File: config.mk
export PLATFORM = sky130hd
export DESIGN_NAME = cmp_dist_array
export DESIGN_NICKNAME = d
export VERILOG_FILES = /design/src/rtl/cmp_dist_array.sv
export SDC_FILE = /design/constraint.sdc
export NUM_CORES = 1
export LEC_CHECK = 0
export BUFFER_PORTS_ARGS = -buffer_cell sky130_fd_sc_hd__buf_2
export CORE_ASPECT_RATIO = 0.75
export CORE_MARGIN = 4
export CORE_UTILIZATION = 48
export CTS_BUF_LIST = sky130_fd_sc_hd__clkbuf_4
export CTS_CLUSTER_SIZE = 40
export DETAILED_ROUTE_END_ITERATION = 8
export PLACE_DENSITY_LB_ADDON = 0.1
export REMOVE_ABC_BUFFERS = 1
export SLEW_MARGIN = 20
export SYNTH_ARGS = -nofsm -noshare
export SYNTH_HDL_FRONTEND = slang
export SYNTH_SLANG_ARGS = --single-unit
File: constraint.sdc
create_clock -name clk -period 3 [get_ports clk]
set_input_delay 0.15 -clock clk [delete_from_list [all_inputs] [get_ports clk]]
set_output_delay 0.15 -clock clk [all_outputs]
set_load 0.005 [all_outputs]
File: src/rtl/cmp_dist_array.sv
module cmp_dist_array #(
  parameter int NPE = 16,
  parameter int W   = 8,
  localparam int NODES = NPE - 1,
  localparam int AW    = $clog2(NPE + 1),
  localparam int CFG_W = (NPE - 1 > W + 3) ? NPE - 1 : W + 3
) (
  input  logic             clk,
  input  logic             rst,
  input  logic             search_active,
  input  logic             in_valid,
  input  logic [W-1:0]     in_byte,
  input  logic             cfg_we,
  input  logic [AW-1:0]    cfg_addr,
  input  logic [CFG_W-1:0] cfg_data,
  output logic [NPE-1:0]   hit,
  output logic [NPE-1:0]   eq
);

  logic [W-1:0]     held   [NPE];
  logic [W-1:0]     ref_q  [NPE];
  logic [1:0]       op_q   [NPE];
  logic [NPE-1:0]   en_q;
  logic [NODES-1:0] mode_q;
  logic [W-1:0]     node_d [1:2*NPE-1];

  wire cfg_ok = cfg_we && !search_active;

  function automatic int last_of_left(input int n);
    int d;
    int span;
    d = 0;
    for (int k = 0; k < 31; k++)
      if ((n >> (k + 1)) != 0) d = k + 1;
    span = NPE >> d;
    return (n - (1 << d)) * span + span / 2 - 1;
  endfunction

  always_comb begin
    node_d[1] = in_byte;
    for (int n = 1; n < NPE; n++) begin
      node_d[2*n]   = node_d[n];
      node_d[2*n+1] = mode_q[n-1] ? node_d[n] : held[last_of_left(n)];
    end
  end

  always_ff @(posedge clk) begin
    if (rst) begin
      for (int i = 0; i < NPE; i++) held[i] <= '0;
    end else if (in_valid) begin
      for (int i = 0; i < NPE; i++) held[i] <= node_d[NPE+i];
    end
  end

  always_ff @(posedge clk) begin
    if (rst) begin
      for (int i = 0; i < NPE; i++) begin
        ref_q[i] <= '0;
        op_q[i]  <= 2'd0;
      end
      en_q   <= '0;
      mode_q <= '0;
    end else if (cfg_ok) begin
      for (int i = 0; i < NPE; i++) begin
        if (cfg_addr == AW'(i)) begin
          ref_q[i] <= cfg_data[W-1:0];
          op_q[i]  <= cfg_data[W+1:W];
          en_q[i]  <= cfg_data[W+2];
        end
      end
      if (cfg_addr == AW'(NPE)) mode_q <= cfg_data[NODES-1:0];
    end
  end

  for (genvar i = 0; i < NPE; i++) begin : g_pe
    logic rel;
    always_comb begin
      case (op_q[i])
        2'd0:    rel = held[i] == ref_q[i];
        2'd1:    rel = held[i] != ref_q[i];
        2'd2:    rel = held[i] <  ref_q[i];
        default: rel = held[i] >= ref_q[i];
      endcase
    end
    assign hit[i] = en_q[i] & rel;
    assign eq[i]  = en_q[i] & (held[i] == ref_q[i]);

    assert_quiet_when_off_R6: assert property (@(posedge clk) disable iff (rst)
      (hit[i] || eq[i]) |-> en_q[i]);
    assert_eq_agrees_R7: assert property (@(posedge clk) disable iff (rst)
      eq[i] |-> (hit[i] == (op_q[i] == 2'd0 || op_q[i] == 2'd3)));
  end

  assert_root_feed_R3: assert property (@(posedge clk) disable iff (rst)
    in_valid |=> held[0] == $past(in_byte));
  assert_serial_shift_R3: assert property (@(posedge clk) disable iff (rst)
    (in_valid && !mode_q[0]) |=> held[NPE/2] == $past(held[NPE/2-1]));
  assert_broadcast_R4: assert property (@(posedge clk) disable iff (rst)
    (in_valid && mode_q[0]) |=> held[NPE/2] == $past(in_byte));
  assert_hold_R2: assert property (@(posedge clk) disable iff (rst)
    !in_valid |=> (held[0] == $past(held[0]) && held[NPE-1] == $past(held[NPE-1])));
  assert_cfg_locked_R9: assert property (@(posedge clk) disable iff (rst)
    (cfg_we && search_active) |=> ($stable(mode_q) && $stable(en_q) &&
                                   ref_q[0] == $past(ref_q[0]) && op_q[0] == $past(op_q[0])));

endmodule

==> results.md, run 1 <==
* Initial Utilization at 48.7%
* RePlAce Congestion at 0.819
* Total CTS buffers at 82
* Global-route usage over all layers at 22.5%
* Via count at 11,300
* DIE WIDTH at 221 um
* Worst-path clk slew at 70 ps
* Die Area at 0.0371 mm2
* Crit Path Max Fanout at 3
* CTS root buffer: clkbuf_4
* Top FF cell, synth: edfxtp_1
* Status: complete, no violations
* Largest net degree at the start of global routing at 65
* Fin crit period at 2810 ps
* DRC Markers at 0
* RSZ-0062 raised after global routing: false
* Clock skew at 48.9 ps
* Nets@finish at 1,762
* Setup violations, final at 0
* Netlist cell types at 43
* Sequential fraction of the synthesis area at 56.8%
* Port Buffers at 64
* Slowest CP cell: edfxtp_1
* Most frequent cell after synthesis: edfxtp_1
* Placed instance area at 0.0171 mm2
* Ys async rst share at 0%
* Max Freq at 356 MHz
* Synth area leaders: edfxtp_1 (53%), ha_1 (9.8%), nor2_1 (6.1%)
* Max-slew violation count at 0
* Clk sinks at 319
* Max incr delay on CP at 410 ps
* Syn Inst Count at 1,452
* Worst Hold Class: input port to register
* Peak supply drop at 0.279 mV
* R2R cell count at 4
* Vias per cell at 5.32
* Syn avg cell area at 11.2 um2
* Max Root-Sink Buffers at 3
* CTS tree: done
* Final Instance Area at 0.0187 mm2
* GR Overflow Total at 0
* Area Overhead vs Synth at 14.5%
* Share of layout cells above drive strength 1 at 14.5%
* R2r setup slk at 870 ps
* Crit path capture type: output port
* WHS Path Cells at 5
* Post-route ant nets at 0
* Final wirelength at 41,600 um
* Dominant cell type by area after synthesis: edfxtp_1
* Worst-Margin Slew at 686 ps
* Cell Chain, Critical Path: ha_1 > nand4_1 > or2_2 > nor2_1 > a211oi_1 > a211oi_1 > buf_2
* Most used cell, CP: a211oi_1
* Die Y at 168 um
* Worst setup SP type: register
* Post-synth top area share at 53.0%
* Mapped Area at 0.0163 mm2
* Global-route wire length before repair at 63,800 um
* Vias in the first global route at 11,100
* DP HPWL at 29,400 um
* Leak at 7.59 nW
* Worst-Skew Late Latency at 770 ps
* Drt pass-1 iters at 5
* Io pins at 65
* Crit share post-route at 93.6%
* H-Tree Depth at 3
* CP required at 2850 ps
* Setup bufs post-CTS at 0
* Number of synthesized flops with an enable pin at 288
* Routed WL per cell at 19.6 um
* DRT iter0 DRCs at 892
* Max_cap viols at 0
* FF+latch count, synth at 319
* Most frequent cells after synthesis: edfxtp_1 (288), nor2_1 (264), inv_1 (156)
* Data arrival, critical path at 2660 ps
* P per Cell Area at 555 mW/mm2
* CORE AREA at 0.0335 mm2
* Critical Setup Path Class: register to output port
* Ys Warns at 0
* Fin Setup TNS at 0 ps
* Final Hold Vio Count at 0
* Row count at 58
* Slew Limit Headroom at 54.3%
* Initial antenna violation count at 1
-- repair_timing --
| action | in CTS | in global routing |
|---|---|---|
| endpoints found under the hold margin | 114 | 0 |
| hold buffers | 44 | 0 |
| setup endpoints to repair | 2 | 2 |
| gates resized for setup | 2 | 2 |
-- critical path: cells and delay by family (launching register included) --
family,cells,cell delay (ps)
fa+ha+maj,1,350
simple gates,3,590
flops,1,410
compound gates,2,370
buf+inv,1,180
-- path summary, 6_finish.rpt --
path | from | end
worst max-delay path | held[0][127] | hit[15]
worst min-delay path | cfg_addr[4] | en_q[7]
worst max register to register | mode_q[0] | held[0][122]
worst min register to register | en_q[0] | en_q[0]
-- per-layer routing --
layer / vias to the layer above / GRT usage, % / share of wire, %
li1: 5486 / - / -
met2: 333 / 33.4 / 43
met3: 70 / 5.33 / 6.5
met5: - / 0 / 0
met1: 5389 / 33.1 / 48
met4: 0 / 6.43 / 2.1
-- cells in the final DEF, fill, tap and decap left out, types with 20 or more instances in the layout --
cell type        n
a211oi_1        36
a21oi_1         78
and2_1          31
buf_2           63
buf_4           22
clkbuf_4       117
clkinv_1        20
dfxtp_1         31
dlygate4sd3_1   44
edfxtp_1       288
ha_1           128
inv_1          156
mux2i_1         87
nand2_1         72
nand2b_1        21
nand4_1         32
nor2_1         264
nor2b_1         33
o211ai_1        30
-- state kept, by name, indices dropped and copies added, names as in the netlist --
name	flops
held	128
op_q	32
en_q	16
ref_q	128
mode_q	15
-- per-stage QoR --
step	setup slack (ps)	std cells	power [W]	util (%)	hold WS [ps]
floorplan	835	1385	0.00593	-	219
global placement	798	1923	0.00631	51.0	383
detailed placement	794	1923	0.00633	51.0	398
CTS	65.5	2119	0.0105	55.7	20.9
global route	21.8	2120	0.0109	55.8	38.9
finish	193	2120	0.0104	55.8	106
-- report_power, final --
part / total [W] / internal [W] / switching (W) / leakage, nW
Clock: 0.00409 / 0.00225 / 0.00185 / 0.680
Sequential: 0.00528 / 0.00513 / 0.000151 / 3.19
Combinational: 0.00100 / 0.000371 / 0.000630 / 3.71
-- logic make-up (layout without fill, tap and decap cells) --
logic type,Yosys count,count (layout),share of synthesized area (%)
AO/OA/AOI/OAI,193,193,7.80
XOR/XNOR,14,14,0.751
adder cells (fa/ha/maj),128,128,9.81
buffers and inverters,223,440,5.69
flip-flops,319,319,56.8
multiplexers,87,87,5.33
other,0,1,0
AND/OR/NAND/NOR,488,488,13.8
-- layout make-up --
type | instances | area, um2
clock buffer | 117 | 878
tap | 450 | 563
timing repair buffer | 132 | 981
antenna | 1 | 2.50
inverter | 156 | 586
clock inverter | 35 | 274
fill | 2969 | 14800
multi-input combinational | 910 | 6140
sequential | 319 | 9270
Power figures use the tool's default switching activity.
==> inputs of run 2 (changes only) <==
- CORE_UTILIZATION: 48 -> 30
==> results.md, run 2 (synthesized netlist as in run 1, its figures left out) <==
* Max-slew violation count at 0 (unchanged)
* Crit Path Max Fanout at 3 (unchanged)
* Worst setup SP type: register
* Worst-Skew Late Latency at 790 ps (+20 ps)
* Sw Share at 26.3% (+0.97 points)
* Share of layout cells above drive strength 1 at 14.6% (+0.13 points)
* Drt pass-1 iters at 5 (unchanged)
* Biggest regs: held x128, ref_q x128, op_q x32
* R2r setup slk at 840 ps (-30 ps)
* Global-route wire length before repair at 72,200 um (+13%)
* Total CTS buffers at 85 (+3.7%)
* Critical Setup Path Class: register to output port
* Crit path from: held[0][15]
* Status: complete, no violations
* Setup bufs post-CTS at 0 (unchanged)
* Row count at 73 (+26%)
* Fin Setup TNS at 0 ps (unchanged)
* Largest net degree at the start of global routing at 65 (unchanged)
* Area Overhead vs Synth at 16.8%
* Routed WL per cell at 20.4 um (+3.7%)
* Cell Chain, Critical Path: ha_4 > nand4_1 > or2_2 > a31o_2 > a211oi_2 > buf_2
* Final wirelength at 48,700 um (+17%)
* Sequential power share at 51.2% (+0.3 points)
* Worst R2R Start: mode_q[0]
* CORE AREA at 0.0534 mm2 (+59%)
* CP Buf/Inv Count at 1 (unchanged)
* RSZ-0062 raised after global routing: false
* Initial Utilization at 30.5% (-18 points)
* Die Y at 210 um (+25%)
* Post-route ant nets at 0 (unchanged)
* Slowest CP cell: edfxtp_1
* H-Tree Depth at 3 (unchanged)
* Setup violations, final at 0 (unchanged)
* Post-place setup slack at 684 ps (-110 ps)
* CP required at 2850 ps (about the same)
* Setup slack after layout at 212 ps (+18.6 ps)
* Area of the multi-input gates at 0.00616 mm2 (+0.29%)
* Peak supply drop at 0.187 mV (-33%)
* Fill cells at 5,433 (+83%)
* Global-route usage over all layers at 16.6% (-5.9 points)
* Worst-Margin Slew at 732 ps (+46.5 ps)
* Reg area at 0.00927 mm2 (unchanged)
* Crit path to: hit[1]
* Leak at 7.60 nW (+0.17%)
* Vias per cell at 4.72 (-11%)
* Most common cell after layout, fill and taps aside: edfxtp_1
* Via count at 11,300 (+0.17%)
* Switching power at 0.00271 W (+3.3%)
* Clock power frac at 38.6% (-0.8 points)
* Max Root-Sink Buffers at 3 (unchanged)
* Nets@finish at 1,770 (+0.45%)
* DIE WIDTH at 277 um (+26%)
* Max incr delay on CP at 460 ps (+50 ps)
* Io pins at 65 (unchanged)
* Initial antenna violation count at 3 (+2)
* Cell family with most CP delay: simple AND/OR/NAND/NOR gates
* CTS tree: done
* Clk sinks at 319 (unchanged)
* CTS root buffer: clkbuf_4
* Worst Hold Class: input port to register
* DRC Markers at 0 (unchanged)
* DP HPWL at 34,200 um (+16%)
* Logic pwr share at 10.2% (+0.5 points)
* Max Freq at 359 MHz (+0.67%)
* Worst-path clk slew at 70 ps (about the same)
* Vias in the first global route at 11,400 (+2.5%)
* Crit share post-route at 92.9% (-0.62 points)
* Worst Hold Launch: search_active
* Port Buffers at 64 (unchanged)
* Most frequent cells in the layout: edfxtp_1 (288), nor2_1 (264), inv_1 (156), ha_1 (127), clkbuf_4 (126)
* Slew Limit Headroom at 51.2% (-3.1 points)
* R2R cell count at 4 (unchanged)
* Die Area at 0.0582 mm2 (+57%)
* DRT iter0 DRCs at 736 (-17%)
* Crit path capture type: output port
* R2r endpoint: held[0][120]
* RePlAce Congestion at 0.768 (-6.2%)
* Max_cap viols at 0 (unchanged)
* Final Hold Vio Count at 0 (unchanged)
* Worst path depth at 6 (-1)
* Clock skew at 49.6 ps (+0.717 ps)
* Fin crit period at 2790 ps (-18.6 ps)
* Cell-internal power at 0.00761 W (-1.8%)
* P per Cell Area at 541 mW/mm2 (-2.4%)
* GR Overflow Total at 0 (unchanged)
* Data arrival, critical path at 2640 ps (-20 ps)
## run 2: cell count changes in the layout (fill, tap and decap cells not counted), moves of 3 or more
cell | previous run | this run
clkbuf_4 | 117 | 126
dlygate4sd3_1 | 44 | 48
clkinv_2 | 9 | 2
diode_2 | 1 | 4
bufinv_16 | 5 | 2
## run 2: through the flow
stage / util, % / total power (W) / hold WS [ps] / cell area [um2] / std cells
finish: 35.7 / 0.0103 / 158 / 19100 / 2391
global route: 35.7 / 0.0109 / 91.2 / 19100 / 2391
CTS: 35.6 / 0.0105 / 42.3 / 19000 / 2386
detailed placement: 32.6 / 0.00639 / 401 / 17400 / 2186
global placement: 32.6 / 0.00638 / 393 / 17400 / 2186
floorplan: - / 0.00593 / 219 / 16000 / 1385
## run 2: power groups by stage
| stage | registers, W | clock network, W | logic, W |
|---|---|---|---|
| after global routing | 0.00532 | 0.00436 | 0.00119 |
| after CTS | 0.00529 | 0.00411 | 0.00106 |
| after global placement | 0.00539 | 0 | 0.000995 |
| after detailed placement | 0.00538 | 0 | 0.00101 |
| final | 0.00529 | 0.00398 | 0.00105 |
| after floorplan | 0.00531 | 0 | 0.000618 |
## run 2: worst min-delay path: cells and delay by family
kind                   cells  cell delay [ps]
and+or+nand+nor            4              510
buffers and inverters      1              110
## run 2: how the worst min path moves through the flow
stage / end / slack (ps) / cells past startpoint
floorplan: en_q[0] / 220 / 1
global placement: mode_q[11] / 390 / 3
detailed placement: mode_q[11] / 400 / 3
CTS: ref_q[0][33] / 40 / 5
global route: ref_q[0][2] / 90 / 5
finish: op_q[0][0] / 160 / 5
## run 2: timing repair
item                       in CTS  in global routing
setup endpoints to repair       2                  3
gates resized for setup         4                  2
hold buffers                   47                  2
hold endpoints to repair      161                  1
gates cloned                    0                  0
pin swaps                       0                  1
## run 2: cell type report
type,count,area share (%)
flip-flops and latches,319,48.6
repair buffers,137,5.46
inverters,156,3.07
diodes,4,0.0525
clock buffers,126,4.96
well taps,712,4.67
multi-input cells,910,32.3
clock inverters,27,0.840
## run 2: per-layer routing
layer / vias up / share of wire, % / global-route usage (%) / routed length, um
met4: 0 / 1.1 / 3.41 / 558
met2: 247 / 43 / 24.7 / 21000
met3: 51 / 4.5 / 3.78 / 2170
met1: 5507 / 51 / 24.9 / 24900
met5: - / 0 / 0 / 0
li1: 5492 / - / - / -
==> inputs of run 3 (changes only) <==
- PLACE_DENSITY: not set -> 0.44
- PLACE_DENSITY_LB_ADDON: 0.1 -> not set
==> results.md, run 3 (synthesized netlist as in run 1, its figures left out) <==
* Worst-Margin Slew at 754 ps (+22.1 ps)
* Critical Setup Path Class: input port to register
* Setup slack after layout at 72.6 ps (-139 ps)
* DIE WIDTH at 277 um (unchanged)
* Die Area at 0.0582 mm2 (unchanged)
* Peak supply drop at 0.238 mV (+27%)
* RSZ-0062 raised after global routing: false
* Final Hold Vio Count at 0 (unchanged)
* Port Buffers at 64 (unchanged)
* Cell Chain, Critical Path: dlygate4sd3_1 > buf_2 > nand2_1 > dlygate4sd3_1 > nor2_1 > dlygate4sd3_1 > nand2_1 > dlygate4sd3_1 > a21oi_1 > dlygate4sd3_1
* Max_cap viols at 0 (unchanged)
* Die Y at 210 um (unchanged)
* Total CTS buffers at 86 (+1.2%)
* Worst-Skew Late Latency at 760 ps (-30 ps)
* Slowest CP cell: dlygate4sd3_1
* CP required at 3680 ps (+830 ps)
* Setup violations, final at 0 (unchanged)
* Max Freq at 342 MHz (-4.8%)
* Io pins at 65 (unchanged)
* CORE AREA at 0.0534 mm2 (unchanged)
* CP Buf/Inv Count at 6 (+5)
* Post-place setup slack at 683 ps (-1.28 ps)
* Global-route usage over all layers at 15.6% (-0.97 points)
* Worst-path clk slew at 60 ps (about the same)
* Status: complete, no violations
* Data arrival, critical path at 3610 ps (+970 ps)
* Placed Cells at 2,188 (+0.091%)
* Routed WL per cell at 19.2 um (-5.6%)
* Biggest regs: held x128, ref_q x128, op_q x32
* R2r endpoint: held[0][123]
* Fin Setup TNS at 0 ps (unchanged)
* P per Cell Area at 543 mW/mm2 (+0.31%)
* Nets@finish at 1,770 (unchanged)
* Initial antenna violation count at 1 (-2)
* Vias per cell at 4.72 (-0.15%)
* Area Overhead vs Synth at 16.6%
* Hold Path Sink: en_q[7]
* Row count at 73 (unchanged)
* Most common cell after layout, fill and taps aside: edfxtp_1
* Crit share post-route at 97.6% (+4.6 points)
* Most frequent cells in the layout: edfxtp_1 (288), nor2_1 (264), inv_1 (156), clkbuf_4 (135), ha_1 (128)
* GR Overflow Total at 0 (unchanged)
* Final wirelength at 46,000 um (-5.6%)
* Worst Hold Class: input port to register
* Most used cell, CP: dlygate4sd3_1
* Non-Filler Instances at 2,391 (unchanged)
* R2r setup slk at 950 ps (+110 ps)
* CTS tree: done
* Clock skew at 47.5 ps (-2.07 ps)
* RePlAce Congestion at 0.781 (+1.7%)
* Final Total Pwr at 0.0103 W (+0.17%)
* Leak at 7.61 nW (+0.11%)
* DRT iter0 DRCs at 747 (+1.5%)
* CTS root buffer: clkbuf_4
* R2R cell count at 4 (unchanged)
* Max incr delay on CP at 590 ps (+130 ps)
* Global-route wire length before repair at 68,900 um (-4.4%)
* Drt pass-1 iters at 5 (unchanged)
* Worst setup SP type: input port
* H-Tree Depth at 3 (unchanged)
* Crit path capture type: register
* WHS Path Cells at 5 (unchanged)
* Fin crit period at 2930 ps (+139 ps)
* Setup bufs post-CTS at 0 (unchanged)
* Crit Path Max Fanout at 8 (+5)
* Largest net degree at the start of global routing at 77 (+18%)
* Vias in the first global route at 11,200 (-2.2%)
* Slew Limit Headroom at 49.7% (-1.5 points)
* Max-slew violation count at 0 (unchanged)
* DP HPWL at 32,500 um (-5.0%)
* Cell family with most CP delay: buffers and inverters
* Via count at 11,300 (-0.15%)
* Clk sinks at 319 (unchanged)
* Worst Hold Launch: search_active
* Post-route ant nets at 0 (unchanged)
* DRC Markers at 0 (unchanged)
* Worst R2R Start: mode_q[0]
* Max Root-Sink Buffers at 3 (unchanged)
* Initial Utilization at 30.5% (unchanged)
* Share of layout cells above drive strength 1 at 15.3% (+0.63 points)
==> run 3: cell types whose count changed in the layout (fill, tap and decap cells not counted), moves of 3 or more <==
cell and delta:
clkinv_2 +4, clkinv_1 -7, dlygate4sd3_1 -3, diode_2 -3, buf_4 +3, clkbuf_4 +9
==> run 3: per-layer routing <==
metal	vias up	GRT usage, %	share of wire [%]
li1	5495	-	-
met1	5456	23.8	52
met2	260	22.4	42
met3	69	3.08	4.7
met4	0	4.64	2.0
met5	-	0	0
==> run 3: area by class of cell <==
type | count | area (um2)
sequential | 319 | 9270
tap | 712 | 891
clock inverter | 22 | 120
multi-input combinational | 910 | 6140
timing repair buffer | 136 | 1010
fill | 5359 | 34400
antenna | 1 | 2.50
inverter | 156 | 586
clock buffer | 135 | 1010
==> run 3: worst max path at each step <==
stage	from	endpoint	slack (ps)	cells after the start
finish	cfg_addr[3]	en_q[13]	70	10
global route	held[0][125]	hit[15]	0.9	7
CTS	held[0][13]	hit[1]	40	7
detailed placement	search_active	ref_q[0][38]	680	5
global placement	held[0][13]	hit[1]	740	7
floorplan	in_valid	held[0][0]	830	1
==> run 3: repair_timing <==
item,4_1_cts,5_1_grt
gates resized for setup,1,2
hold buffers,45,0
endpoints found under the hold margin,102,0
endpoints found under the setup margin,1,1
pin swaps,0,1
==> run 3: worst reg2reg max path: cells and delay by family (launching register included) <==
kind,cells,cell delay [ps]
AO/OA/AOI/OAI,2,370
flip-flops,1,600
multiplexers,2,830
==> run 3: metrics by stage <==
step / hold WS [ps] / area [um2] / util (%)
after floorplan: 219 / 16000 / -
after global placement: 392 / 17400 / 32.6
after detailed placement: 402 / 17400 / 32.6
after CTS: 15.2 / 19000 / 35.6
after global routing: 59.5 / 19000 / 35.6
final: 106 / 19000 / 35.6
==> run 3: power by group <==
group / total [W] / leakage, nW / switching [W] / internal [W]
Clock: 0.00403 / 0.681 / 0.00189 / 0.00213
Sequential: 0.00528 / 3.19 / 0.000152 / 0.00513
Combinational: 0.00103 / 3.73 / 0.000653 / 0.000375
Total: 0.0103 / 7.61 / 0.00270 / 0.00764
